===== config.mk =====
export PLATFORM = sky130hd
export DESIGN_NAME = psg_tone_mixer
export DESIGN_NICKNAME = d
export VERILOG_FILES = /design/src/rtl/psg_pkg.sv /design/src/rtl/psg_timebase.sv /design/src/rtl/psg_period_div.sv /design/src/rtl/psg_tone_gen.sv /design/src/rtl/psg_noise_gen.sv /design/src/rtl/psg_chan_out.sv /design/src/rtl/psg_tone_mixer.sv
export SDC_FILE = /design/constraint.sdc
export NUM_CORES = 1
export LEC_CHECK = 0
export BUFFER_PORTS_ARGS = -buffer_cell sky130_fd_sc_hd__buf_2
export CAP_MARGIN = 20
export CELL_PAD_IN_SITES_DETAIL_PLACEMENT = 2
export CELL_PAD_IN_SITES_GLOBAL_PLACEMENT = 2
export CORE_ASPECT_RATIO = 1.75
export CORE_MARGIN = 4
export CORE_UTILIZATION = 38
export CTS_CLUSTER_SIZE = 25
export DETAILED_ROUTE_END_ITERATION = 10
export HOLD_SLACK_MARGIN = 0.1
export PLACE_DENSITY_LB_ADDON = 0.1
export SLEW_MARGIN = 20
export SYNTH_ARGS = -nofsm -noshare
export SYNTH_HDL_FRONTEND = slang
export SYNTH_SLANG_ARGS = --single-unit

===== constraint.sdc =====
create_clock -name clk -period 6.7 [get_ports clk]
set_input_delay 1.34 -clock clk [delete_from_list [all_inputs] [get_ports clk]]
set_output_delay 1.34 -clock clk [all_outputs]
set_load 0.03 [all_outputs]

===== src/rtl/psg_pkg.sv =====
package psg_pkg;
    // Amplitude source selected by the top bit of a level field
    typedef enum logic {
        LVL_FIXED = 1'b0,
        LVL_ENV   = 1'b1
    } lvl_src_e;

    localparam int unsigned NOISE_SEED = 1;
endpackage


===== src/rtl/psg_timebase.sv =====
module psg_timebase #(
    parameter int PRE_W = 4
) (
    input  logic clk,
    input  logic rst_n,
    input  logic clk_en,
    input  logic full_rate,
    output logic mtick,
    output logic tone_tick,
    output logic noise_tick
);
    typedef struct packed {
        logic             phase;
        logic [PRE_W-1:0] pre;
    } tb_state_t;

    tb_state_t st_d, st_q;

    always_comb begin
        st_d       = st_q;
        mtick      = clk_en & (full_rate | st_q.phase);
        tone_tick  = mtick & (&st_q.pre[PRE_W-2:0]);
        noise_tick = mtick & (&st_q.pre);
        if (clk_en) st_d.phase = ~st_q.phase;
        if (mtick)  st_d.pre   = st_q.pre + 1'b1;
    end

    always_ff @(posedge clk or negedge rst_n) begin
        if (!rst_n) st_q <= '0;
        else        st_q <= st_d;
    end
endmodule


===== src/rtl/psg_period_div.sv =====
module psg_period_div #(
    parameter int W = 12
) (
    input  logic         clk,
    input  logic         rst_n,
    input  logic         step,
    input  logic [W-1:0] period,
    output logic         wrap
);
    typedef struct packed {
        logic [W-1:0] cnt;
    } div_state_t;

    div_state_t st_d, st_q;
    logic [W:0] eff;
    logic [W:0] inc;

    always_comb begin
        st_d = st_q;
        eff  = (period == '0) ? {{W{1'b0}}, 1'b1} : {1'b0, period};
        inc  = {1'b0, st_q.cnt} + 1'b1;
        wrap = step && (inc >= eff);
        if (step) st_d.cnt = wrap ? '0 : inc[W-1:0];
    end

    always_ff @(posedge clk or negedge rst_n) begin
        if (!rst_n) st_q <= '0;
        else        st_q <= st_d;
    end
endmodule


===== src/rtl/psg_tone_gen.sv =====
module psg_tone_gen #(
    parameter int TONE_W = 12
) (
    input  logic              clk,
    input  logic              rst_n,
    input  logic              tone_tick,
    input  logic [TONE_W-1:0] period,
    output logic              tone_bit
);
    logic wrap;
    logic sq_d, sq_q;

    psg_period_div #(.W(TONE_W)) u_div (
        .clk    (clk),
        .rst_n  (rst_n),
        .step   (tone_tick),
        .period (period),
        .wrap   (wrap)
    );

    always_comb sq_d = wrap ? ~sq_q : sq_q;

    always_ff @(posedge clk or negedge rst_n) begin
        if (!rst_n) sq_q <= 1'b0;
        else        sq_q <= sq_d;
    end

    assign tone_bit = sq_q;
endmodule


===== src/rtl/psg_noise_gen.sv =====
module psg_noise_gen #(
    parameter int NOISE_W = 5,
    parameter int LFSR_W  = 17
) (
    input  logic               clk,
    input  logic               rst_n,
    input  logic               noise_tick,
    input  logic [NOISE_W-1:0] period,
    output logic               noise_bit,
    output logic [LFSR_W-1:0]  state
);
    logic wrap;
    logic [LFSR_W-1:0] sr_d, sr_q;

    psg_period_div #(.W(NOISE_W)) u_div (
        .clk    (clk),
        .rst_n  (rst_n),
        .step   (noise_tick),
        .period (period),
        .wrap   (wrap)
    );

    always_comb begin
        sr_d = sr_q;
        if (wrap) sr_d = {sr_q[0] ^ sr_q[3], sr_q[LFSR_W-1:1]};
    end

    always_ff @(posedge clk or negedge rst_n) begin
        if (!rst_n) sr_q <= LFSR_W'(psg_pkg::NOISE_SEED);
        else        sr_q <= sr_d;
    end

    assign noise_bit = sr_q[0];
    assign state     = sr_q;
endmodule


===== src/rtl/psg_chan_out.sv =====
module psg_chan_out #(
    parameter int AMP_W = 5
) (
    input  logic             clk,
    input  logic             rst_n,
    input  logic             tone_bit,
    input  logic             noise_bit,
    input  logic             tone_off,
    input  logic             noise_off,
    input  logic [AMP_W-1:0] level,
    input  logic [AMP_W-1:0] env_level,
    output logic [AMP_W-1:0] amp
);
    import psg_pkg::*;

    typedef struct packed {
        logic [AMP_W-1:0] amp;
    } out_state_t;

    out_state_t st_d, st_q;
    logic             audible;
    logic [AMP_W-1:0] picked;

    always_comb begin
        audible = (tone_bit | tone_off) & (noise_bit | noise_off);
        if (lvl_src_e'(level[AMP_W-1]) == LVL_ENV) picked = env_level;
        else                                      picked = {level[AMP_W-2:0], 1'b1};
        st_d.amp = audible ? picked : '0;
    end

    always_ff @(posedge clk or negedge rst_n) begin
        if (!rst_n) st_q <= '0;
        else        st_q <= st_d;
    end

    assign amp = st_q.amp;
endmodule


===== src/rtl/psg_tone_mixer.sv =====
module psg_tone_mixer #(
    parameter int NCH     = 3,
    parameter int TONE_W  = 12,
    parameter int NOISE_W = 5,
    parameter int LFSR_W  = 17,
    parameter int AMP_W   = 5,
    parameter int PRE_W   = 4
) (
    input  logic                  clk,
    input  logic                  rst_n,
    input  logic                  clk_en,
    input  logic                  full_rate,
    input  logic [NCH*TONE_W-1:0] tone_period,
    input  logic [NOISE_W-1:0]    noise_period,
    input  logic [2*NCH-1:0]      mix_ctl,
    input  logic [NCH*AMP_W-1:0]  level,
    input  logic [AMP_W-1:0]      env_level,
    output logic [NCH*AMP_W-1:0]  amp
);
    logic              mtick;
    logic              tick8;
    logic              tick16;
    logic [NCH-1:0]    tone_bits;
    logic              noise_bit;
    logic [LFSR_W-1:0] lfsr_state;

    psg_timebase #(.PRE_W(PRE_W)) u_tb (
        .clk        (clk),
        .rst_n      (rst_n),
        .clk_en     (clk_en),
        .full_rate  (full_rate),
        .mtick      (mtick),
        .tone_tick  (tick8),
        .noise_tick (tick16)
    );

    psg_noise_gen #(.NOISE_W(NOISE_W), .LFSR_W(LFSR_W)) u_noise (
        .clk        (clk),
        .rst_n      (rst_n),
        .noise_tick (tick16),
        .period     (noise_period),
        .noise_bit  (noise_bit),
        .state      (lfsr_state)
    );

    for (genvar ch = 0; ch < NCH; ch++) begin : g_ch
        psg_tone_gen #(.TONE_W(TONE_W)) u_tone (
            .clk       (clk),
            .rst_n     (rst_n),
            .tone_tick (tick8),
            .period    (tone_period[ch*TONE_W +: TONE_W]),
            .tone_bit  (tone_bits[ch])
        );

        psg_chan_out #(.AMP_W(AMP_W)) u_out (
            .clk       (clk),
            .rst_n     (rst_n),
            .tone_bit  (tone_bits[ch]),
            .noise_bit (noise_bit),
            .tone_off  (mix_ctl[ch]),
            .noise_off (mix_ctl[NCH+ch]),
            .level     (level[ch*AMP_W +: AMP_W]),
            .env_level (env_level),
            .amp       (amp[ch*AMP_W +: AMP_W])
        );
    end
endmodule


==> results of run 1 <==
-- per-stage QoR --
stage          hold WS [ps]   util
2_1_floorplan           442      -
3_3_place_gp            455  0.435
3_5_place_dp            469  0.435
4_1_cts                 479  0.462
5_1_grt                 504  0.462
6_report                475  0.462
-- per-layer routing --
metal	track usage	vias to the layer above	share of wire
li1	-	2058	-
met1	0.205	2167	0.34
met2	0.420	69	0.61
met3	0.0349	13	0.031
met4	0.0551	0	0.014
met5	0	-	0
-- path summary, 6_finish.rpt --
check / startpoint / end / slack (ps) / depth (start not counted)
worst max-delay path: g_ch[0].u_tone.u_div.st_q[0] / g_ch[0].u_tone.u_div.st_q[5] / 2980 / 12
worst min-delay path: u_tb.st_q[4] / u_tb.st_q[4] / 470 / 1
worst max register to register: g_ch[0].u_tone.u_div.st_q[0] / g_ch[0].u_tone.u_div.st_q[5] / 2980 / 12
worst min register to register: u_tb.st_q[4] / u_tb.st_q[4] / 470 / 1
max in group asynchronous: rst_n / g_ch[1].u_out.amp[4] / 5130 / 1
min in group asynchronous: rst_n / g_ch[2].u_out.amp[3] / 1030 / 1
-- critical path, stage by stage, from the launching register on --
cell	delay (ps)
dfrtp_1	460
ha_1	270
and3_1	270
nand4_1	230
nor2_1	200
xor2_1	280
ha_1	310
a21o_1	180
a21oi_1	220
o31ai_1	110
a21oi_1	530
nand2_1	330
o211ai_1	250
-- final cells by class --
cell class,count,area share
Clock buffer,9,0.0375
Clock inverter,7,0.0198
Inverter,47,0.0294
Multi-Input combinational cell,396,0.465
Sequential cell,81,0.337
Tap cell,171,0.0356
Timing Repair Buffer,88,0.0756
-- power by group --
part           switching (mW)  total, mW  internal [mW]
sequential             0.0718      0.619          0.547
combinational           0.220      0.382          0.161
clock                   0.207      0.571          0.364
-- cell usage in the layout, fill, tap and decap left out, types with 7 or more instances in the layout --
master     netlist  final
ha_1            47     47
nor3_1          13     13
mux2i_1         12     12
buf_2            2     84
xor2_1          15     15
nand2_1         63     63
o21ai_0         30     30
o31ai_1          7      7
nor2_1          29     29
nand4_1          9      9
a21o_1           8      8
nand3_1         18     18
dfrtp_1         80     80
and3_1          15     15
xnor2_1         24     24
a21oi_1         17     17
nor4_1           7      7
mux2_2          21     21
inv_1           47     47
clkbuf_16        0      9
-- sequential cells by signal (all words and copies together) (netlist names) --
name,flops
u_noise.u_div.st_q,5
g_ch.u_tone.u_div.st_q,36
g_ch.u_tone.tone_bit,3
u_tb.st_q,5
u_noise.state,17
g_ch.u_out.amp,15
-- Yosys cell counts, types with 12 or more instances --
cell type  number
and3_1         15
dfrtp_1        80
nand2_1        63
nor2_1         29
mux2_2         21
inv_1          47
ha_1           47
nand3_1        18
xnor2_1        24
mux2i_1        12
xor2_1         15
o21ai_0        30
clkbuf_1       12
a21oi_1        17
nor3_1         13
-- cells by family after synthesis --
logic type,Yosys count,share of synthesized area
multiplexers,33,0.0700
AND/OR/NAND/NOR,178,0.170
XOR/XNOR,39,0.0671
AO/OA/AOI/OAI,99,0.126
buffers and inverters,65,0.0528
adder cells (fa/ha/maj),47,0.116
flip-flops,81,0.398
==> impl_summary.log, run 1 <==
INFO  metric cp-end-kind = flip-flop
INFO  metric globalRouteTotalUtil = 0.207
INFO  metric htreeDepth = 3
INFO  metric placement.io_buffers = 85
INFO  metric place.detailed.hpwl = 11,500 um
INFO  metric setup_viol = 0
INFO  metric number_of_standard_cells_after_synthesis = 542
INFO  metric cts_tree = built
INFO  metric drt_iter0_markers = 84
INFO  metric cts_made_buffers = 9
INFO  metric post_cts_resized = 0
INFO  metric design_area = 0.00601 sq mm
INFO  metric synth.yosys.seq_area_share = 0.398
INFO  metric synthesis.yosys.warnings = 0
INFO  metric antennaDiodeCount = 0
INFO  metric final-max-slew-violation-count = 0
INFO  metric post-synth-top-area-cell = dfrtp_1
INFO  metric fillerInstances = 1,435
INFO  metric worst_margin_pin_slew = 760 ps
INFO  metric dp_cells = around 780
INFO  metric routed_via_density = 5.39
INFO  metric hold_viol_final = 0
INFO  metric kind_of_critical_path = reg -> reg
INFO  metric place_congestion = roughly 0.8
INFO  metric grt_first_pass_wirelength = 24,900 um
INFO  metric grt_start_max_net_pins = 82
INFO  metric outcome = finished clean
INFO  metric synth-main-ff-cell = dfrtp_1
INFO  metric arrival = 3970 ps
INFO  metric multi_input_area = 0.00279 sq mm
INFO  metric post-route-period-util = 0.555
INFO  metric postCtsSetupBuffers = 0
INFO  metric timing.setup.tns = 0 ps
INFO  metric async_reset_ff_frac = 1.00
INFO  metric syn_nets = 660
INFO  metric cts.hold.buffers_added = 0
INFO  metric synth_cell_types = 50
INFO  metric finalPower = 1.57 mW
INFO  metric first_global_vias = 5,150
INFO  metric ctsLongestPathBuffers = 2
INFO  metric finClkSkew = between 7 and 8 ps
INFO  metric dpl_worst_slack = 2910 ps
INFO  metric finish.net_count = 741
INFO  metric antenna_found_initial = 0
INFO  metric stdcell_count = between 700 and 800
INFO  metric wl = 14,900 um
INFO  metric drive_gt1_frac = 0.217
INFO  metric cellPowerDensity = 261 mW/mm^2
INFO  metric number_of_optimization_iterations_in_the_first_detailed_route_pass = 4
INFO  metric finalWorstSetupSlack = 2980 ps
INFO  metric die-width = 95.5 um
INFO  metric flow.area_growth_from_synthesis = 18.1%
INFO  metric fin_crit = ~3700 ps
INFO  metric io-pin-count = 86
INFO  metric worst_skew_pair.late_latency = 340 ps
INFO  metric route.vias.total = 4,307
INFO  metric critical_path.startpoint_type = flip-flop
INFO  metric syn_area = slightly above 0.005 sq mm
INFO  metric initial_utilization = 0.391
INFO  metric synth_seq_cells = between 80 and 90
INFO  metric cts_root_buffer = clkbuf_16
INFO  metric clkSlewWorstSetupHoldPaths = ~70 ps
INFO  metric grt.overflow.total = 0
INFO  metric number_of_synthesized_flops_with_an_enable_pin = 0
INFO  metric worstPathRequired = 6950 ps
INFO  metric maxSlewHeadroom = 0.494
INFO  metric avgSynthCellArea = 9.39 sq um
INFO  metric ff_latch_area = 0.00203 sq mm
INFO  metric vdd_ir_drop_max = 0.125 mV
INFO  metric critical_path.max_fanout = 8
INFO  metric core_area = ~0.013 sq mm
INFO  metric area_after_dpl = 0.00566 sq mm
INFO  metric leakagePower = 3.18 nW
INFO  metric hold_class = reg -> reg
INFO  metric drcViolationCount = 0
INFO  metric synthDominantCellAreaShare = 0.393
INFO  metric cts_sinks = 81
INFO  metric max_clock_freq = 0.269 GHz
INFO  metric cap_violations = 0
INFO  metric synth_area_leaders = dfrtp_1 39%, ha_1 12%, mux2_2 4.6%, nand2_1 4.6%, xnor2_1 4.1%
INFO  metric grt_setup_unrepaired = false
INFO  metric die_height = around 160 um
INFO  metric avgRoutedWirePerCell = roughly 19 um
INFO  metric antenna_left = 0
INFO  metric fp.dieArea = 0.0154 sq mm
INFO  metric floorplan.rows = 55
(Power assumes the default switching activity.)
==> inputs of run 2 (changes only) <==
--- a/config.mk
+++ b/config.mk
@@ -11,7 +11,7 @@
 export CELL_PAD_IN_SITES_GLOBAL_PLACEMENT = 2
 export CORE_ASPECT_RATIO = 1.75
 export CORE_MARGIN = 4
-export CORE_UTILIZATION = 38
+export CORE_UTILIZATION = 32
 export CTS_CLUSTER_SIZE = 25
 export DETAILED_ROUTE_END_ITERATION = 10
 export HOLD_SLACK_MARGIN = 0.1
==> constraint.sdc (replaced) <==
create_clock -name clk -period 3 [get_ports clk]
set_input_delay 0.6 -clock clk [delete_from_list [all_inputs] [get_ports clk]]
set_output_delay 0.6 -clock clk [all_outputs]
set_load 0.03 [all_outputs]
==> run 2 against run 1 <==
Utilization shrank 3.6 points. Critical path type unchanged. Power rose by 120%. First-iteration DRC count decreased by 3.6%. Clock skew is 6.1 ps higher. Combinational power increased to 2.8 times the previous value. Register-to-register slack got worse by 2900 ps. Setup slack worse by 2900 ps. Die area is 17% higher. Sequential share of layout area shrank 3.0 points. Highest routed layer unchanged. Critical path depth decreased by 1. Worst hold slack worse by 150 ps.
==> impl_summary.log, run 2 (synthesis gave the netlist of run 1 again) <==
INFO  metric final-max-slew-violation-count = 0 (unchanged)
INFO  metric critical_path.max_fanout = 7 (-1)
INFO  metric place_congestion = 0.758 (-3.0%)
INFO  metric timing.setup.tns = 0 ps (unchanged)
INFO  metric antenna_found_initial = 0 (unchanged)
INFO  metric io-pin-count = 86 (unchanged)
INFO  metric drcViolationCount = 0 (unchanged)
INFO  metric hold_viol_final = 0 (unchanged)
INFO  metric finish.net_count = 796 (+7.4%)
INFO  metric number_of_optimization_iterations_in_the_first_detailed_route_pass = 4 (unchanged)
INFO  metric die-width = 103 um (+8.2%)
INFO  metric routed_via_density = 5.24 (-2.8%)
INFO  metric globalRouteTotalUtil = 0.178 (-0.0283)
INFO  metric critical_path.startpoint_type = flip-flop
INFO  metric core_area = 0.0155 sq mm (+19%)
INFO  metric fillerInstances = 1,755 (+22%)
INFO  metric max_clock_freq = 0.338 GHz (+26%)
INFO  metric arrival = 3200 ps (-770 ps)
INFO  metric grt_first_pass_wirelength = 25,300 um (+1.7%)
INFO  metric hold_class = in -> async
INFO  metric cts_tree = built
INFO  metric first_global_vias = 5,234 (+1.6%)
INFO  metric drive_gt1_frac = 0.328 (+0.111)
INFO  metric dpl_worst_slack = -22.9 ps (-2940 ps)
INFO  metric ctsLongestPathBuffers = 2 (unchanged)
INFO  metric cts_root_buffer = clkbuf_16
INFO  metric avgRoutedWirePerCell = 18.5 um (-0.73%)
INFO  metric worst_skew_pair.late_latency = 350 ps (about the same)
INFO  metric post-route-period-util = 0.987 (+0.432)
INFO  metric antennaDiodeCount = 0 (unchanged)
INFO  metric initial_utilization = 0.329 (-0.0622)
INFO  metric place.detailed.hpwl = 12,400 um (+7.7%)
INFO  metric clkSlewWorstSetupHoldPaths = 70 ps (about the same)
INFO  metric grt.overflow.total = 0 (unchanged)
INFO  metric fin_crit = 2960 ps (-757 ps)
INFO  metric setup_viol = 0 (unchanged)
INFO  metric finClkSkew = 13.5 ps (+6.15 ps)
INFO  metric cts_sinks = 81 (unchanged)
INFO  metric maxSlewHeadroom = 0.503 (+0.00981)
INFO  metric vdd_ir_drop_max = 0.296 mV (+140%)
INFO  metric antenna_left = 0 (unchanged)
INFO  metric cts_made_buffers = 9 (unchanged)
INFO  metric floorplan.rows = 60 (+9.1%)
INFO  metric fp.dieArea = 0.0181 sq mm (+17%)
INFO  metric grt_start_max_net_pins = 55 (-33%)
INFO  metric placement.io_buffers = 85 (unchanged)
INFO  metric drt_iter0_markers = 81 (-3.6%)
INFO  metric cellPowerDensity = 524 mW/mm^2 (+100%)
INFO  metric kind_of_critical_path = reg -> reg
INFO  metric cp-end-kind = flip-flop
INFO  metric worstPathRequired = 3240 ps (-3710 ps)
INFO  metric largest_reg_flops = 36 (unchanged)
INFO  metric most_common_cell_after_layout_fill_and_taps_aside = buf_2
INFO  metric finalWorstSetupSlack = 38.3 ps (-2940 ps)
INFO  metric largest_register = g_ch.u_tone.u_div.st_q
INFO  metric htreeDepth = 3 (unchanged)
INFO  metric wl = 16,100 um (+8.0%)
INFO  metric die_height = 175 um (+8.5%)
INFO  metric outcome = finished clean
INFO  metric worst_margin_pin_slew = 745 ps (-14.7 ps)
INFO  metric cap_violations = 0 (unchanged)
INFO  metric route.vias.total = 4,555 (+5.8%)
INFO  metric layout.cells.most_common_list = 84 x buf_2, 80 x dfrtp_1, 61 x nand2_1
INFO  metric design_area = 0.00659 sq mm (+9.6%)
INFO  metric flow.area_growth_from_synthesis = 29.4%
INFO  metric area_after_dpl = 0.00604 sq mm (+6.7%)
INFO  metric leakagePower = 3.48 nW (+9.3%)
run 2: changes by cell type in the layout (fill, tap and decap cells not counted), moves of 4 or more:
cell      previous run  this run
a211oi_1             5         1
a211oi_2             0         4
xnor2_1             24        18
o21ai_0             30        23
o21ai_1              2         8
xnor2_2              0         6
ha_1                47        42
nor2_1              29        25
buf_4                3        56
run 2: cell type report:
cell class,instances,area [sq um],share of cell area
inverter,47,176,0.0268
timing repair buffer,142,881,0.134
clock inverter,7,56.3,0.00855
clock buffer,9,225,0.0342
tap,186,233,0.0353
multi-input combinational,397,2990,0.454
sequential,81,2030,0.308
run 2: critical path, cell delays in order, from the launching register on:
cell,delay [ps]
dfrtp_1,390
ha_2,200
nand3_2,110
or3_4,430
nor2_2,140
xor2_1,210
ha_1,280
a21o_1,180
a21oi_1,160
o21ai_2,100
a211o_2,410
o31ai_2,230
run 2: layer usage:
metal / share of wire / vias to the layer above / global-route usage
li1: - / 2167 / -
met1: 0.34 / 2283 / 0.167
met2: 0.61 / 80 / 0.366
met3: 0.029 / 25 / 0.0244
met4: 0.021 / 0 / 0.0637
met5: 0 / - / 0
run 2: path summary, 6_finish.rpt:
kind | cells after the start | start | slack (ps) | endpoint
max in group asynchronous | 2 | rst_n | 2060 | g_ch[0].u_tone.u_div.st_q[1]
hold / removal | 1 | rst_n | 330 | u_tb.st_q[0]
setup / recovery | 11 | g_ch[2].u_tone.u_div.st_q[1] | 40 | g_ch[2].u_tone.u_div.st_q[9]
setup reg to reg | 11 | g_ch[2].u_tone.u_div.st_q[1] | 40 | g_ch[2].u_tone.u_div.st_q[9]
min in group clk | 2 | clk_en | 440 | u_tb.st_q[4]
hold reg to reg | 1 | u_tb.st_q[4] | 470 | u_tb.st_q[4]
run 2: power breakdown:
group | leakage (nW) | switching (mW) | internal (mW) | total (mW)
sequential | 1.09 | 0.105 | 1.22 | 1.33
clock | 0.136 | 0.470 | 0.567 | 1.04
combinational | 2.25 | 0.578 | 0.506 | 1.08
run 2: timing repair:
action                                  4_1_cts  5_1_grt
endpoints found under the setup margin        8       38
pin swaps                                     1       15
setup buffers                                 3        6
hold buffers                                  0        0
cloned                                        0        1
gates resized for setup                       3       41
run 2: through the flow:
step	total power, mW	hold WS, ps	cells	utilization
after floorplan	1.91	304	542	-
after global placement	2.31	455	843	0.391
after detailed placement	2.39	462	843	0.391
after CTS	3.46	351	862	0.411
after global routing	3.70	387	869	0.426
final	3.45	327	869	0.426
